===== src/rtl/adcSeqPkg.sv =====
package adcSeqPkg;

  // Requested input configuration; code 3 aliases fully differential.
  typedef enum logic [1:0] {
    MODE_SINGLE   = 2'd0,
    MODE_PSEUDO   = 2'd1,
    MODE_DIFF     = 2'd2,
    MODE_DIFF_ALT = 2'd3
  } cfgMode_e;

  // Strobes from the control to the datapath.
  typedef struct packed {
    logic loadCfg;  // request accepted: latch pin values
    logic shiftIn;  // SCLK falling edge: take one serial bit
    logic publish;  // frame over: present the result
  } seqStrobe_t;

endpackage


===== src/rtl/adcSeqCtrl.sv =====
module adcSeqCtrl
  import adcSeqPkg::*;
#(
  parameter int FRAME_SCLKS = 14,
  parameter int ACQ_CYCLES  = 20,
  parameter int HALF_CYCLES = 2
) (
  input  logic       clk,
  input  logic       rstN,
  input  logic       reqValid,
  input  logic       cfgDiffers,
  output logic       reqReady,
  output logic       adcCsN,
  output logic       adcSclk,
  output seqStrobe_t strobe
);

  localparam int ACQ_W    = $clog2(ACQ_CYCLES + 1);
  localparam int HALF_W   = $clog2(HALF_CYCLES + 1);
  localparam int FALL_W   = $clog2(FRAME_SCLKS + 1);
  localparam int TRACK_AT = FRAME_SCLKS - 1;

  typedef enum logic [1:0] {ST_IDLE, ST_ACQ, ST_FRAME} seqState_e;

  seqState_e          state;
  logic [ACQ_W-1:0]   acqCnt;
  logic [HALF_W-1:0]  halfCnt;
  logic [FALL_W-1:0]  fallCnt;

  logic accept, acqDone, halfWrap, fallEdge, riseEdge, trackStrobe, endStrobe;

  always_comb begin
    accept      = reqValid && (state == ST_IDLE);
    acqDone     = (acqCnt == ACQ_W'(ACQ_CYCLES));
    halfWrap    = (halfCnt == HALF_W'(HALF_CYCLES - 1));
    fallEdge    = (state == ST_FRAME) && halfWrap && adcSclk;
    riseEdge    = (state == ST_FRAME) && halfWrap && !adcSclk;
    trackStrobe = riseEdge && (fallCnt == FALL_W'(TRACK_AT));
    endStrobe   = riseEdge && (fallCnt == FALL_W'(FRAME_SCLKS));
    reqReady    = (state == ST_IDLE);
    strobe.loadCfg = accept;
    strobe.shiftIn = fallEdge;
    strobe.publish = endStrobe;
  end

  // Acquisition timer: cleared by a pin change or by track return.
  always_ff @(posedge clk) begin
    if (!rstN) begin
      acqCnt <= '0;
    end else if ((accept && cfgDiffers) || trackStrobe) begin
      acqCnt <= '0;
    end else if (!acqDone) begin
      acqCnt <= acqCnt + 1'b1;
    end
  end

  always_ff @(posedge clk) begin
    if (!rstN) begin
      state   <= ST_IDLE;
      adcCsN  <= 1'b1;
      adcSclk <= 1'b1;
      halfCnt <= '0;
      fallCnt <= '0;
    end else begin
      case (state)
        ST_IDLE: begin
          if (accept) state <= ST_ACQ;
        end
        ST_ACQ: begin
          if (acqDone) begin
            adcCsN  <= 1'b0;
            adcSclk <= 1'b1;
            halfCnt <= '0;
            fallCnt <= '0;
            state   <= ST_FRAME;
          end
        end
        ST_FRAME: begin
          if (halfWrap) begin
            halfCnt <= '0;
            adcSclk <= ~adcSclk;
            if (fallEdge) begin
              fallCnt <= fallCnt + 1'b1;
            end else if (endStrobe) begin
              adcCsN <= 1'b1;
              state  <= ST_IDLE;
            end
          end else begin
            halfCnt <= halfCnt + 1'b1;
          end
        end
        default: state <= ST_IDLE;
      endcase
    end
  end

endmodule


===== src/rtl/adcSeqData.sv =====
module adcSeqData
  import adcSeqPkg::*;
#(
  parameter int DATA_BITS = 12,
  parameter int CHAN_BITS = 3
) (
  input  logic                 clk,
  input  logic                 rstN,
  input  seqStrobe_t           strobe,
  input  logic [1:0]           reqMode,
  input  logic                 reqRange,
  input  logic [CHAN_BITS-1:0] reqChan,
  input  logic                 adcDout,
  output logic                 cfgDiffers,
  output logic                 pinSingle,
  output logic                 pinPseudo,
  output logic                 pinRange,
  output logic [CHAN_BITS-1:0] pinChan,
  output logic                 resValid,
  output logic [DATA_BITS-1:0] resRaw,
  output logic [DATA_BITS-1:0] resSample,
  output logic                 resTwos
);

  localparam int MSB = DATA_BITS - 1;

  logic                 decSingle, decPseudo, twosNow;
  logic [DATA_BITS-1:0] shiftReg;

  always_comb begin
    decSingle  = (reqMode == MODE_SINGLE);
    decPseudo  = (reqMode == MODE_PSEUDO);
    cfgDiffers = {decSingle, decPseudo, reqRange, reqChan} !=
                 {pinSingle, pinPseudo, pinRange, pinChan};
    twosNow    = !pinSingle && !pinPseudo;
  end

  always_ff @(posedge clk) begin
    if (!rstN) begin
      pinSingle <= 1'b1;
      pinPseudo <= 1'b0;
      pinRange  <= 1'b0;
      pinChan   <= '0;
    end else if (strobe.loadCfg) begin
      pinSingle <= decSingle;
      pinPseudo <= decPseudo;
      pinRange  <= reqRange;
      pinChan   <= reqChan;
    end
  end

  // Only DATA_BITS are kept: leading bits fall off the top.
  always_ff @(posedge clk) begin
    if (!rstN) begin
      shiftReg <= '0;
    end else if (strobe.shiftIn) begin
      shiftReg <= {shiftReg[MSB-1:0], adcDout};
    end
  end

  always_ff @(posedge clk) begin
    if (!rstN) begin
      resValid  <= 1'b0;
      resRaw    <= '0;
      resSample <= '0;
      resTwos   <= 1'b0;
    end else begin
      resValid <= strobe.publish;
      if (strobe.publish) begin
        resRaw    <= shiftReg;
        resTwos   <= twosNow;
        resSample <= twosNow ? shiftReg : {~shiftReg[MSB], shiftReg[MSB-1:0]};
      end
    end
  end

endmodule


===== src/rtl/adcSeqTop.sv =====
module adcSeqTop
  import adcSeqPkg::*;
#(
  parameter int DATA_BITS   = 12,
  parameter int LEAD_BITS   = 2,
  parameter int CHAN_BITS   = 3,
  parameter int ACQ_CYCLES  = 20,
  parameter int HALF_CYCLES = 2
) (
  input  logic                 clk,
  input  logic                 rstN,
  input  logic                 reqValid,
  output logic                 reqReady,
  input  logic [1:0]           reqMode,
  input  logic                 reqRange,
  input  logic [CHAN_BITS-1:0] reqChan,
  output logic                 adcCsN,
  output logic                 adcSclk,
  input  logic                 adcDout,
  output logic                 pinSingle,
  output logic                 pinPseudo,
  output logic                 pinRange,
  output logic [CHAN_BITS-1:0] pinChan,
  output logic                 resValid,
  output logic [DATA_BITS-1:0] resRaw,
  output logic [DATA_BITS-1:0] resSample,
  output logic                 resTwos
);

  localparam int FRAME_SCLKS = DATA_BITS + LEAD_BITS;

  seqStrobe_t strobe;
  logic       cfgDiffers;

  adcSeqCtrl #(
    .FRAME_SCLKS(FRAME_SCLKS),
    .ACQ_CYCLES (ACQ_CYCLES),
    .HALF_CYCLES(HALF_CYCLES)
  ) ctrl_i (
    .clk       (clk),
    .rstN      (rstN),
    .reqValid  (reqValid),
    .cfgDiffers(cfgDiffers),
    .reqReady  (reqReady),
    .adcCsN    (adcCsN),
    .adcSclk   (adcSclk),
    .strobe    (strobe)
  );

  adcSeqData #(
    .DATA_BITS(DATA_BITS),
    .CHAN_BITS(CHAN_BITS)
  ) data_i (
    .clk       (clk),
    .rstN      (rstN),
    .strobe    (strobe),
    .reqMode   (reqMode),
    .reqRange  (reqRange),
    .reqChan   (reqChan),
    .adcDout   (adcDout),
    .cfgDiffers(cfgDiffers),
    .pinSingle (pinSingle),
    .pinPseudo (pinPseudo),
    .pinRange  (pinRange),
    .pinChan   (pinChan),
    .resValid  (resValid),
    .resRaw    (resRaw),
    .resSample (resSample),
    .resTwos   (resTwos)
  );

endmodule


===== config.mk =====
export PLATFORM = sky130hd
export DESIGN_NAME = adcSeqTop
export DESIGN_NICKNAME = d
export VERILOG_FILES = /design/src/rtl/adcSeqPkg.sv /design/src/rtl/adcSeqCtrl.sv /design/src/rtl/adcSeqData.sv /design/src/rtl/adcSeqTop.sv
export SDC_FILE = /design/constraint.sdc
export NUM_CORES = 1
export LEC_CHECK = 0
export CAP_MARGIN = 10
export CELL_PAD_IN_SITES_DETAIL_PLACEMENT = 0
export CELL_PAD_IN_SITES_GLOBAL_PLACEMENT = 1
export CORE_MARGIN = 2
export CORE_UTILIZATION = 25
export DETAILED_ROUTE_END_ITERATION = 6
export DONT_BUFFER_PORTS = 1
export GPL_ROUTABILITY_DRIVEN = 0
export PLACE_DENSITY_LB_ADDON = 0.05
export SLEW_MARGIN = 20
export SYNTH_ARGS = -nofsm -noshare
export SYNTH_HDL_FRONTEND = slang
export SYNTH_HIERARCHICAL = 1
export SYNTH_SLANG_ARGS = --single-unit

===== constraint.sdc =====
create_clock -name clk -period 2.1 [get_ports clk]
set_input_delay 0.105 -clock clk [delete_from_list [all_inputs] [get_ports clk]]
set_output_delay 0.105 -clock clk [all_outputs]
set_load 0.1 [all_outputs]

==> flow_metrics.py <==
metrics = {
    "status": {
        "status": "complete, no violations",
    },
    "die": {
        "die_x_um": 98.3,
        "die_h_um": 98.3,
        "num_rows": 34,
        "die_area_um2": 9650,
        "coreArea_um2": 8680,
        "start_util_pct": 25.6,
        "io-pin-count": 45,
    },
    "cts": {
        "root_buffer": "clkbuf_8",
        "ctsLongestPathBuffers": 2,
        "insertion_delay_ns": 0.30,
        "cts.sinks": 48,
        "cts-buffers-inserted": 5,
        "clkSlewWorstSetupHoldPaths_ns": 0.09,
        "cts_setup_buffers": 0,
        "htree_levels": 2,
        "cts_tree": "yes",
    },
    "detailed_routing": {
        "wl_per_cell_um": 13.6,
        "firstDrtPassIters": 4,
        "vias": 1533,
        "dr.first_iter.drc_count": 46,
        "drc": 0,
        "ant_nets": 0,
        "routed_wirelength_um": 4670,
        "via_per_inst": 4.46,
    },
    "place": {
        "hpwl_um": 3080,
        "dp_cells": 327,
        "port_buffers": 0,
    },
    "power": {
        "p_leak_nw": 0.908,
        "p_sw_share_pct": 25.0,
        "power.switching_mw": 0.444,
        "pwr-share-comb_pct": 9.1,
        "pwr-share-clk_pct": 38.3,
        "ir_drop_uv": 246,
        "power.density_nw_per_um2": 680,
        "seq_power_share_pct": 52.6,
        "p_int_mw": 1.33,
    },
    "global_route": {
        "grt_util_met3_pct": 3.29,
        "antenna_found_initial": 0,
        "grt_pass1_wl_um": 7910,
        "grt_pass1_vias": 1644,
        "overflow": 0,
        "grt_usage_pct": 10.1,
        "use_met2_pct": 16.5,
        "grt_max_degree": 39,
        "gr-usage-met1_pct": 12.4,
        "grt_busiest_layer": "met2",
    },
    "yosys": {
        "yosysTopAreaCellShare_pct": 43.3,
        "netlist_top_cells_area": "dfxtp_1 43%, mux2i_1 14%, nor2b_1 8.7%, buf_4 5.4%, ha_1 2.8%",
        "synth.most_common_cell": "dfxtp_1",
        "ys_ff_latch": 48,
        "yosys_warnings": 6,
        "ys.flop_type": "dfxtp_1",
        "ys_seq_area_share_pct": 43.3,
        "async_flop_share_pct": 0,
        "synthesis.area_um2": 2220,
        "yosys.area.top_type": "dfxtp_1",
        "synth_nets": 231,
        "synth_edf_count": 0,
        "synthCells": 216,
        "yosysUniqueCellTypes": 44,
        "synth.avg_cell_area_um2": 10.3,
        "synth_common_cells": "48 x dfxtp_1, 31 x mux2i_1, 31 x nor2b_1",
    },
    "setup_path": {
        "critPathKind": "reg2reg",
        "critical_path.max_fanout": 11,
        "arrival_ns": 1.99,
        "end_kind": "register",
        "cp_data_required_time_ns": 2.29,
        "cp-start-kind": "register",
        "path_cells": "nor2_2 -> and2_2 -> o21ai_0 -> nand2_1 -> dlygate4sd3_1",
        "cp_slowest_stage_delay_ns": 0.56,
        "slowest_stage": "dfxtp_1",
    },
    "timing": {
        "relSlewSlack_pct": 63.7,
        "hold_viol": 0,
        "tightestPinTransition_ns": 0.549,
        "final.setup_skew_ns": 0.00688,
        "fin_tns_setup_ns": 0,
        "period_share_pct": 85.5,
        "rsz0062_at_grt": "false",
        "fin_crit_ns": 1.80,
        "drv_slew": 0,
        "fmax_ghz": 0.557,
        "finalSetupViolCount": 0,
    },
    "layout": {
        "fin_cells": 344,
        "nets": 250,
        "area_delta_synth_final_pct": 17.9,
        "drive_gt1_share_pct": 22.9,
        "diodes": 0,
    },
    "worst_hold_path": {
        "worstHoldPathType": "in2reg",
    },
    "run": {
        "max-cap-violations": 0,
    },
}
[power groups by stage]
stage | registers (mW) | clock network [mW] | logic, mW
after floorplan | 1.00 | 0 | 0.0761
after global placement | 0.955 | 0 | 0.136
after detailed placement | 0.956 | 0 | 0.139
after CTS | 0.935 | 0.721 | 0.165
after global routing | 0.937 | 0.759 | 0.175
final | 0.935 | 0.681 | 0.163
[flip-flops by register name, summed over array words and instances, names as in the netlist]
name,count
ctrl_i/acqCnt,5
ctrl_i/adcCsN,1
ctrl_i/adcSclk,1
ctrl_i/fallCnt,4
ctrl_i/halfCnt,2
ctrl_i/state,2
data_i/pinChan,3
data_i/pinPseudo,1
data_i/pinRange,1
data_i/pinSingle,1
data_i/resRaw,12
data_i/resSample,1
data_i/resTwos,1
data_i/resValid,1
data_i/shiftReg,12
[cell usage in the layout (no fill, tap or decap), drive strengths merged, types with 4 or more instances in the layout]
master and instances:
a21oi 5, buf 28, clkbuf 5, dfxtp 48, dlygate4sd3 8, ha 5, inv 5, mux2i 31
nand3 4, nor2 6, nor2b 31, o21ai 11, xor2 6
[final cells by class]
| cell class | count | area, µm² |
|---|---|---|
| fill | 926 | 6060 |
| sequential | 48 | 976 |
| tap | 108 | 135 |
| clock inverter | 3 | 42.5 |
| timing repair buffer | 36 | 303 |
| inverter | 5 | 18.8 |
| clock buffer | 5 | 68.8 |
| multi-input combinational | 139 | 1070 |
[metrics by stage]
stage / worst slack (ns) / hold slack [ns] / cell area [µm²] / total power, mW / utilization (%)
after floorplan: 0.00682 / 0.191 / 2220 / 1.08 / -
after global placement: 0.479 / 0.171 / 2400 / 1.09 / 27.7
after detailed placement: 0.452 / 0.174 / 2400 / 1.10 / 27.7
after CTS: 0.178 / 0.0249 / 2620 / 1.82 / 30.1
after global routing: 0.158 / 0.0218 / 2620 / 1.87 / 30.2
final: 0.304 / 0.0322 / 2620 / 1.78 / 30.2
[routing by layer]
layer / vias to the layer above / routed length (µm)
met1: 718 / 2060
met4: 0 / 64
met5: - / 0
met2: 46 / 2270
met3: 4 / 281
li1: 765 / -
[critical path, delay by kind of cell (launching register included)]
kind | cells | cell delay [ns]
buffers and inverters | 1 | 0.54
AO/OA/AOI/OAI | 1 | 0.17
flip-flops | 1 | 0.56
AND/OR/NAND/NOR | 3 | 0.41
[final timing paths]
check        depth (start not counted)  slack, ns                end         startpoint
min                                  2       0.03    ctrl_i/state[0]           reqValid
min reg2reg                          2       0.50  ctrl_i/halfCnt[1]  ctrl_i/halfCnt[1]
max reg2reg                          5       0.30   data_i/pinSingle    ctrl_i/state[1]
max                                  5       0.30   data_i/pinSingle    ctrl_i/state[1]
[cells by family (layout without fill, tap and decap cells)]
kind of cell	Yosys count	in the layout	synth area share [%]
buffers and inverters	29	49	8.68
flip-flops	48	48	43.3
AO/OA/AOI/OAI	27	27	7.49
adder cells (fa/ha/maj)	5	5	2.82
AND/OR/NAND/NOR	68	68	20.6
multiplexers	31	31	14.0
XOR/XNOR	8	8	3.16
[what timing repair did]
action | 4_1_cts | 5_1_grt
endpoints found under the setup margin | 0 | 1
resized for setup | 0 | 1
endpoints found under the hold margin | 38 | 0
hold buffers | 9 | 0
No activity file was read; power rests on OpenSTA's default activity.
